`src/rtl/md_pkg.sv`:
```
package md_pkg;
  typedef enum logic [1:0] {
    MD_MUL  = 2'd0,
    MD_DIVL = 2'd1,
    MD_DIVS = 2'd2,
    MD_MULA = 2'd3
  } md_op_e;

  typedef enum logic [1:0] {
    ST_IDLE = 2'd0,
    ST_MUL  = 2'd1,
    ST_DIV  = 2'd2,
    ST_FIX  = 2'd3
  } md_st_e;
endpackage

```
`src/rtl/md_mul.sv`:
```
module md_mul #(
  parameter int W = 32
) (
  input  logic [W-1:0]   a,
  input  logic [W-1:0]   b,
  output logic [2*W-1:0] prod,
  output logic           ovf
);
  localparam int W2 = 2 * W;

  logic signed [W2-1:0] a_ext;
  logic signed [W2-1:0] b_ext;
  logic signed [W2-1:0] p_full;
  logic [W:0]           top_bits;

  always_comb begin
    a_ext    = $signed({{W{a[W-1]}}, a});
    b_ext    = $signed({{W{b[W-1]}}, b});
    p_full   = a_ext * b_ext;
    prod     = p_full;
    top_bits = prod[W2-1:W-1];
    ovf      = !((top_bits == '0) || (top_bits == '1));
  end
endmodule

```
`src/rtl/md_div_iter.sv`:
```
module md_div_iter #(
  parameter int W = 32
) (
  input  logic           clk,
  input  logic           rst_n,
  input  logic           load,
  input  logic           step,
  input  logic [2*W-1:0] dvd,
  input  logic [W-1:0]   dvs,
  output logic [2*W-1:0] quo_mag,
  output logic [W-1:0]   rem_mag,
  output logic           q_neg,
  output logic           r_neg
);
  localparam int W2 = 2 * W;

  logic [W2-1:0] q_acc_q, q_acc_d;
  logic [W-1:0]  r_acc_q, r_acc_d;
  logic [W-1:0]  d_acc_q, d_acc_d;
  logic          qn_q, qn_d, rn_q, rn_d;
  logic [W2-1:0] dvd_mag;
  logic [W-1:0]  dvs_mag;
  logic [W:0]    shifted;
  logic [W:0]    diff;

  always_comb begin
    dvd_mag = dvd[W2-1] ? (~dvd + 1'b1) : dvd;
    dvs_mag = dvs[W-1] ? (~dvs + 1'b1) : dvs;
    shifted = {r_acc_q, q_acc_q[W2-1]};
    diff    = shifted - {1'b0, d_acc_q};
    q_acc_d = q_acc_q;
    r_acc_d = r_acc_q;
    d_acc_d = d_acc_q;
    qn_d    = qn_q;
    rn_d    = rn_q;
    if (load) begin
      q_acc_d = dvd_mag;
      r_acc_d = '0;
      d_acc_d = dvs_mag;
      qn_d    = dvd[W2-1] ^ dvs[W-1];
      rn_d    = dvd[W2-1];
    end else if (step) begin
      if (!diff[W]) begin
        r_acc_d = diff[W-1:0];
        q_acc_d = {q_acc_q[W2-2:0], 1'b1};
      end else begin
        r_acc_d = shifted[W-1:0];
        q_acc_d = {q_acc_q[W2-2:0], 1'b0};
      end
    end
  end

  always_ff @(posedge clk or negedge rst_n) begin
    if (!rst_n) begin
      q_acc_q <= '0;
      r_acc_q <= '0;
      d_acc_q <= '0;
      qn_q    <= 1'b0;
      rn_q    <= 1'b0;
    end else if (load || step) begin
      q_acc_q <= q_acc_d;
      r_acc_q <= r_acc_d;
      d_acc_q <= d_acc_d;
      qn_q    <= qn_d;
      rn_q    <= rn_d;
    end
  end

  assign quo_mag = q_acc_q;
  assign rem_mag = r_acc_q;
  assign q_neg   = qn_q;
  assign r_neg   = rn_q;
endmodule

```
`src/rtl/md_div_fix.sv`:
```
module md_div_fix #(
  parameter int W = 32
) (
  input  logic [2*W-1:0] quo_mag,
  input  logic [W-1:0]   rem_mag,
  input  logic           q_neg,
  input  logic           r_neg,
  input  logic           dvs_zero,
  input  logic           is_short,
  input  logic [W-1:0]   ra_val,
  output logic [W-1:0]   rd,
  output logic [W-1:0]   mq,
  output logic           ovf
);
  localparam int W2 = 2 * W;

  logic [W2-1:0] q_s;
  logic [W-1:0]  r_s;
  logic [W:0]    q_top;

  always_comb begin
    q_s   = q_neg ? (~quo_mag + 1'b1) : quo_mag;
    r_s   = r_neg ? (~rem_mag + 1'b1) : rem_mag;
    q_top = q_s[W2-1:W-1];
    if (dvs_zero && is_short) begin
      rd  = '1;
      mq  = ra_val;
      ovf = 1'b1;
    end else if (dvs_zero) begin
      rd  = {1'b1, {(W-1){1'b0}}};
      mq  = '0;
      ovf = 1'b1;
    end else begin
      rd  = q_s[W-1:0];
      mq  = r_s;
      ovf = !((q_top == '0) || (q_top == '1));
    end
  end
endmodule

```
`src/rtl/md_flags.sv`:
```
module md_flags #(
  parameter int W = 32
) (
  input  logic         ovf,
  input  logic         ov_en,
  input  logic         ov_in,
  input  logic         so_in,
  input  logic         rec_en,
  input  logic [W-1:0] cr_src,
  output logic         ov,
  output logic         so,
  output logic [3:0]   cr0
);
  logic src_neg, src_zero;

  always_comb begin
    src_neg  = cr_src[W-1];
    src_zero = (cr_src == '0);
    ov       = ov_en ? ovf : ov_in;
    so       = ov_en ? (so_in | ovf) : so_in;
    cr0      = rec_en ? {src_neg, !src_neg && !src_zero, src_zero, so} : 4'd0;
  end
endmodule

```
`src/rtl/md_unit.sv`:
```
module md_unit #(
  parameter int W = 32
) (
  input  logic         clk,
  input  logic         rst_n,
  input  logic         start,
  input  logic [1:0]   op,
  input  logic         ov_en,
  input  logic         rec_en,
  input  logic [W-1:0] ra,
  input  logic [W-1:0] rb,
  input  logic [W-1:0] mq_in,
  input  logic         ov_in,
  input  logic         so_in,
  output logic         done,
  output logic [W-1:0] rd_out,
  output logic [W-1:0] mq_out,
  output logic         ov_out,
  output logic         so_out,
  output logic [3:0]   cr0_out,
  output logic         cr0_valid
);
  import md_pkg::*;

  localparam int W2 = 2 * W;
  localparam int CW = $clog2(W2);
  localparam logic [CW-1:0] LAST = CW'(W2 - 1);

  md_st_e        state_q, state_d;
  logic [CW-1:0] cnt_q, cnt_d;
  md_op_e        op_in, op_q;
  logic          oven_q, rec_q, ovin_q, soin_q;
  logic [W-1:0]  ra_q, rb_q;
  logic          accept, is_div_in, finish, is_mul_st;
  logic [W2-1:0] dvd_in;

  logic [W2-1:0] prod;
  logic          mul_ovf;
  logic [W2-1:0] quo_mag;
  logic [W-1:0]  rem_mag;
  logic          q_neg, r_neg;
  logic [W-1:0]  div_rd, div_mq;
  logic          div_ovf;
  logic [W-1:0]  res_rd, res_mq, cr_src;
  logic          res_ovf, nx_ov, nx_so;
  logic [3:0]    nx_cr0;

  logic          done_q;
  logic [W-1:0]  rd_q, mq_q;
  logic          ov_q, so_q, crv_q;
  logic [3:0]    cr0_q;

  assign op_in     = md_op_e'(op);
  assign accept    = (state_q == ST_IDLE) && start;
  assign is_div_in = (op_in == MD_DIVL) || (op_in == MD_DIVS);
  assign dvd_in    = (op_in == MD_DIVS) ? {{W{ra[W-1]}}, ra} : {ra, mq_in};
  assign is_mul_st = (state_q == ST_MUL);
  assign finish    = is_mul_st || (state_q == ST_FIX);

  md_mul #(.W(W)) mul_i (
    .a    (ra_q),
    .b    (rb_q),
    .prod (prod),
    .ovf  (mul_ovf)
  );

  md_div_iter #(.W(W)) div_i (
    .clk     (clk),
    .rst_n   (rst_n),
    .load    (accept && is_div_in),
    .step    (state_q == ST_DIV),
    .dvd     (dvd_in),
    .dvs     (rb),
    .quo_mag (quo_mag),
    .rem_mag (rem_mag),
    .q_neg   (q_neg),
    .r_neg   (r_neg)
  );

  md_div_fix #(.W(W)) fix_i (
    .quo_mag  (quo_mag),
    .rem_mag  (rem_mag),
    .q_neg    (q_neg),
    .r_neg    (r_neg),
    .dvs_zero (rb_q == '0),
    .is_short (op_q == MD_DIVS),
    .ra_val   (ra_q),
    .rd       (div_rd),
    .mq       (div_mq),
    .ovf      (div_ovf)
  );

  always_comb begin
    res_rd  = is_mul_st ? prod[W2-1:W] : div_rd;
    res_mq  = is_mul_st ? prod[W-1:0]  : div_mq;
    res_ovf = is_mul_st ? mul_ovf      : div_ovf;
    cr_src  = res_mq;
  end

  md_flags #(.W(W)) flags_i (
    .ovf    (res_ovf),
    .ov_en  (oven_q),
    .ov_in  (ovin_q),
    .so_in  (soin_q),
    .rec_en (rec_q),
    .cr_src (cr_src),
    .ov     (nx_ov),
    .so     (nx_so),
    .cr0    (nx_cr0)
  );

  always_comb begin
    state_d = state_q;
    cnt_d   = cnt_q;
    unique case (state_q)
      ST_IDLE: begin
        if (start) begin
          state_d = is_div_in ? ST_DIV : ST_MUL;
          cnt_d   = '0;
        end
      end
      ST_MUL: state_d = ST_IDLE;
      ST_DIV: begin
        if (cnt_q == LAST) state_d = ST_FIX;
        else               cnt_d   = cnt_q + 1'b1;
      end
      ST_FIX: state_d = ST_IDLE;
      default: state_d = ST_IDLE;
    endcase
  end

  always_ff @(posedge clk or negedge rst_n) begin
    if (!rst_n) begin
      state_q <= ST_IDLE;
      cnt_q   <= '0;
      done_q  <= 1'b0;
    end else begin
      state_q <= state_d;
      cnt_q   <= cnt_d;
      done_q  <= finish;
    end
  end

  always_ff @(posedge clk or negedge rst_n) begin
    if (!rst_n) begin
      op_q   <= MD_MUL;
      oven_q <= 1'b0;
      rec_q  <= 1'b0;
      ovin_q <= 1'b0;
      soin_q <= 1'b0;
      ra_q   <= '0;
      rb_q   <= '0;
    end else if (accept) begin
      op_q   <= op_in;
      oven_q <= ov_en;
      rec_q  <= rec_en;
      ovin_q <= ov_in;
      soin_q <= so_in;
      ra_q   <= ra;
      rb_q   <= rb;
    end
  end

  always_ff @(posedge clk or negedge rst_n) begin
    if (!rst_n) begin
      rd_q  <= '0;
      mq_q  <= '0;
      ov_q  <= 1'b0;
      so_q  <= 1'b0;
      cr0_q <= 4'd0;
      crv_q <= 1'b0;
    end else if (finish) begin
      rd_q  <= res_rd;
      mq_q  <= res_mq;
      ov_q  <= nx_ov;
      so_q  <= nx_so;
      cr0_q <= nx_cr0;
      crv_q <= rec_q;
    end
  end

  assign done      = done_q;
  assign rd_out    = rd_q;
  assign mq_out    = mq_q;
  assign ov_out    = ov_q;
  assign so_out    = so_q;
  assign cr0_out   = cr0_q;
  assign cr0_valid = crv_q;
endmodule

```
`config.mk`:
```
export PLATFORM = sky130hd
export DESIGN_NAME = md_unit
export DESIGN_NICKNAME = d
export VERILOG_FILES = /design/src/rtl/md_pkg.sv /design/src/rtl/md_mul.sv /design/src/rtl/md_div_iter.sv /design/src/rtl/md_div_fix.sv /design/src/rtl/md_flags.sv /design/src/rtl/md_unit.sv
export SDC_FILE = /design/constraint.sdc
export NUM_CORES = 2
export LEC_CHECK = 0
export BUFFER_PORTS_ARGS = -buffer_cell sky130_fd_sc_hd__buf_2
export CELL_PAD_IN_SITES_DETAIL_PLACEMENT = 0
export CELL_PAD_IN_SITES_GLOBAL_PLACEMENT = 1
export CORE_MARGIN = 3
export CORE_UTILIZATION = 45
export CTS_BUF_LIST = sky130_fd_sc_hd__clkbuf_4 sky130_fd_sc_hd__clkbuf_8 sky130_fd_sc_hd__clkbuf_16
export CTS_CLUSTER_DIAMETER = 40
export CTS_CLUSTER_SIZE = 8
export DETAILED_ROUTE_END_ITERATION = 8
export PLACE_DENSITY_LB_ADDON = 0.12
export RECOVER_POWER = 25
export SLEW_MARGIN = 30
export SYNTH_ARGS = -nofsm -noshare
export SYNTH_HDL_FRONTEND = slang
export SYNTH_SLANG_ARGS = --single-unit
```
`constraint.sdc`:
```
create_clock -name clk -period 24.9 [get_ports clk]
set_input_delay 2.49 -clock clk [delete_from_list [all_inputs] [get_ports clk]]
set_output_delay 2.49 -clock clk [all_outputs]
set_load 0.005 [all_outputs]
```
==> run_results.csv <==
group,metric,value,unit
sta,fmax,0.0991,GHz
min_path,hold_class,"reg2reg",
clock_network,cts_tree,"built",
clock_network,clock-sinks,280,
layout,drive_gt1_share,8.87,%
sta,timing.slew.headroom,-197,%
clock_network,numCtsBuffers,57,
floorplan,die_width,355,µm
clock_network,ctsLongestPathBuffers,3,
routing,drt-pass1-iter-count,6,
worst_setup_path,critPathLaunchType,"register",
logic_synthesis,synthAdderAreaFrac,44.6,%
sta,maxSlewViolCount,250,
min_path,min_delay_path_depth,2,
logic_synthesis,synth_nets,7336,
logic_synthesis,yosys_warnings,0,
logic_synthesis,synth_area,54800,µm²
clock_network,clk_pin_slew,50,ps
clock_network,worstSkewPairLatency,650,ps
logic_synthesis,synth_flop_cell,"dfrtp_1",
sta,period_minus_slack,10090,ps
global_route,grt_pass1_wl,284,mm
layout,stdcell_area,59100,µm²
status,violations,"max-capacitance violations, max-slew violations",
floorplan,dieArea,126000,µm²
routing,remaining_drc_errors,0,
global_route,antenna_found_initial,13,
floorplan,core,120000,µm²
floorplan,initial_core_util,45.5,%
global_route,grt_usage,29.5,%
worst_setup_path,r2r-end,"ov_out",
place,hpwl,143,mm
clock_network,post_cts_resized,0,
worst_setup_path,cp-end-kind,"register",
layout,nNetsFinal,7288,
floorplan,dieHeight,355,µm
run,maxCapViolations,5,
min_path,hold_start,"div_i.d_acc_q[11]",
logic_synthesis,ys_ff_latch,280,
routing,vias,43300,
clock_network,postCtsSetupBuffers,0,
sta,fin_skew,55.3,ps
logic_synthesis,synth_top_family_by_area,"adder cells",
clock_network,cts_hold_buf,0,
logic_synthesis,syn_inst,5926,
logic_synthesis,synth_edf_count,0,
layout,mostFrequentLayoutCell,"fa_1",
layout,fillCellCount,11700,
floorplan,num_rows,127,
routing,ant_nets,0,
worst_setup_path,setup.worst_path.class,"reg2reg",
logic_synthesis,synth_seq_area_share,12.8,%
sta,final_hold_viol_count,0,
logic_synthesis,yosys.area_share.simple,16.8,%
sta,min_period_over_period,40.5,%
logic_synthesis,yosys.area_share.xor_xnor,3.96,%
sta,finalSetupViolCount,0,
sta,worst_slew_pin_slew,4460,ps
worst_setup_path,r2r_start,"ra_q[31]",
min_path,min_to,"div_i.d_acc_q[11]",
worst_setup_path,r2r_slack,14810,ps
worst_setup_path,cp_max_fo,32,
layout,syn2layout_area_growth,7.81,%
layout,final_cell_mix,"fa_1 (1083), inv_1 (827), nand2_1 (758), and2_1 (458), dfrtp_1 (271)",
worst_setup_path,crit_required,25400,ps
sta,rsz0062_at_grt,"false",
global_route,grt_overflow,0,
place,place_area,57100,µm²
logic_synthesis,syn_area_per_cell,9.25,µm²
routing,via_per_inst,5.75,
worst_setup_path,r2r_cells,26,
place,io_buffers,176,
routing,drt_iter0_markers,3328,
global_route,grt_pass1_vias,45400,
logic_synthesis,muxShareOfSynthArea,3.19,%
sta,setup_tns,0,ps
status,status,"finished with violations",
worst_setup_path,cp.arrival,10600,ps
logic_synthesis,async_flop_share,100,%
floorplan,pin_count,177,
clock_network,root_buffer,"clkbuf_16",
clock_network,htreeDepth,2,
place,routabilityCongestion,0.966,
logic_synthesis,synth_cell_types,88,
routing,post_drt_wl_per_cell,24.1,µm
routing,wl,182,mm
logic_synthesis,synth-compound-area-share,10.4,%
global_route,grt_max_degree,100,
kinds of logic after synthesis:
group | after synthesis
adders and majority gates | 1305
DFF | 280
xor gates and xnor gates | 248
and+or+nand+nor | 1853
AOI/OAI and AO/OA | 869
buffers and inverters | 1209
muxes | 162
worst max-delay path by stage:
stage	startpoint	endpoint	cells past startpoint
after floorplan	rb_q[4]	ov_out	28
after global placement	ra_q[31]	ov_out	26
after detailed placement	ra_q[31]	ov_out	26
after CTS	ra_q[31]	ov_out	26
after global routing	ra_q[31]	ov_out	26
final	ra_q[31]	ov_out	26
critical path, stage by stage (launching register included):
cell and delay, ps:
dfrtp_1 420, buf_4 270, and2_1 230, fa_1 550, inv_1 90, fa_1 510, inv_1 80, fa_1 890
fa_1 560, inv_1 590, fa_1 570, fa_1 560, fa_1 430, fa_1 510, inv_1 40, ha_1 440
nand3_1 150, nor3_1 540, nand4_1 170, a211oi_1 550, o21ai_0 190, a221oi_1 320, or4b_2 610, nor4_1 200
nand4_1 180, o2111ai_2 160, nand3_1 130
registers in the layout, indices dropped and copies added, names as in the netlist, 2 cells and up:
register	count
cnt_q	6
cr0_out	4
div_i.d_acc_q	32
div_i.quo_mag	64
div_i.rem_mag	32
mq_out	32
op_q	2
ra_q	32
rb_q	32
rd_out	32
state_q	2
synthesized netlist by cell type (24+ instances only):
library cell  instances  area (µm²)
nor4_1               40         250
nand2b_1             51         319
mux2_2              102        1150
and2_1              459        2870
o211ai_1             30         225
nand3_1              67         335
a21oi_1             156         781
nor2_1              192         721
a21o_1               48         360
o41ai_1              24         210
o21ai_0             263        1320
nand2_1             760        2850
a22oi_1              55         413
o31ai_1              46         345
fa_1               1083       21700
ha_1                222        2780
nand4_1              35         219
mux2i_1              59         591
or3_1                41         257
nor3_1               72         360
dfrtp_1             280        7010
o221ai_1             32         280
inv_1               828        3110
xnor2_1             115        1010
clkbuf_1            350        1310
or4_1                37         278
xor2_1              133        1160
metal layers:
metal | routed length, µm | global-route usage (%) | part of all wire (%) | up-vias
li1 | - | - | - | 18900
met1 | 78400 | 41.2 | 43 | 22800
met2 | 88300 | 49.3 | 49 | 1338
met3 | 10500 | 3.43 | 5.8 | 239
met4 | 4660 | 6.91 | 2.6 | 8
met5 | 52 | 0 | 0.029 | -
layout make-up:
cell class | instances | area, µm² | share of cell area, %
timing repair buffer | 271 | 1590 | 2.68
antenna | 4 | 10.0 | 0.0169
sequential | 280 | 7020 | 11.9
tap | 1612 | 2020 | 3.41
inverter | 831 | 3120 | 5.28
clock buffer | 73 | 1610 | 2.73
multi-input combinational | 4437 | 43300 | 73.3
clock inverter | 27 | 403 | 0.682
through the flow:
stage                     setup WS [ps]  hold WS [ps]  util (%)  instances
after floorplan                   15970           450         -       5926
after global placement            15110           461      47.4       7428
after detailed placement          14950           471      47.4       7429
after CTS                         14870           482      49.1       7529
after global routing              14050           502      49.1       7531
final                             14810           478      49.1       7535
Power is left out: the tool's default activity adds up to more than one toggle a clock period on the data nets, which glitch-free logic cannot reach.
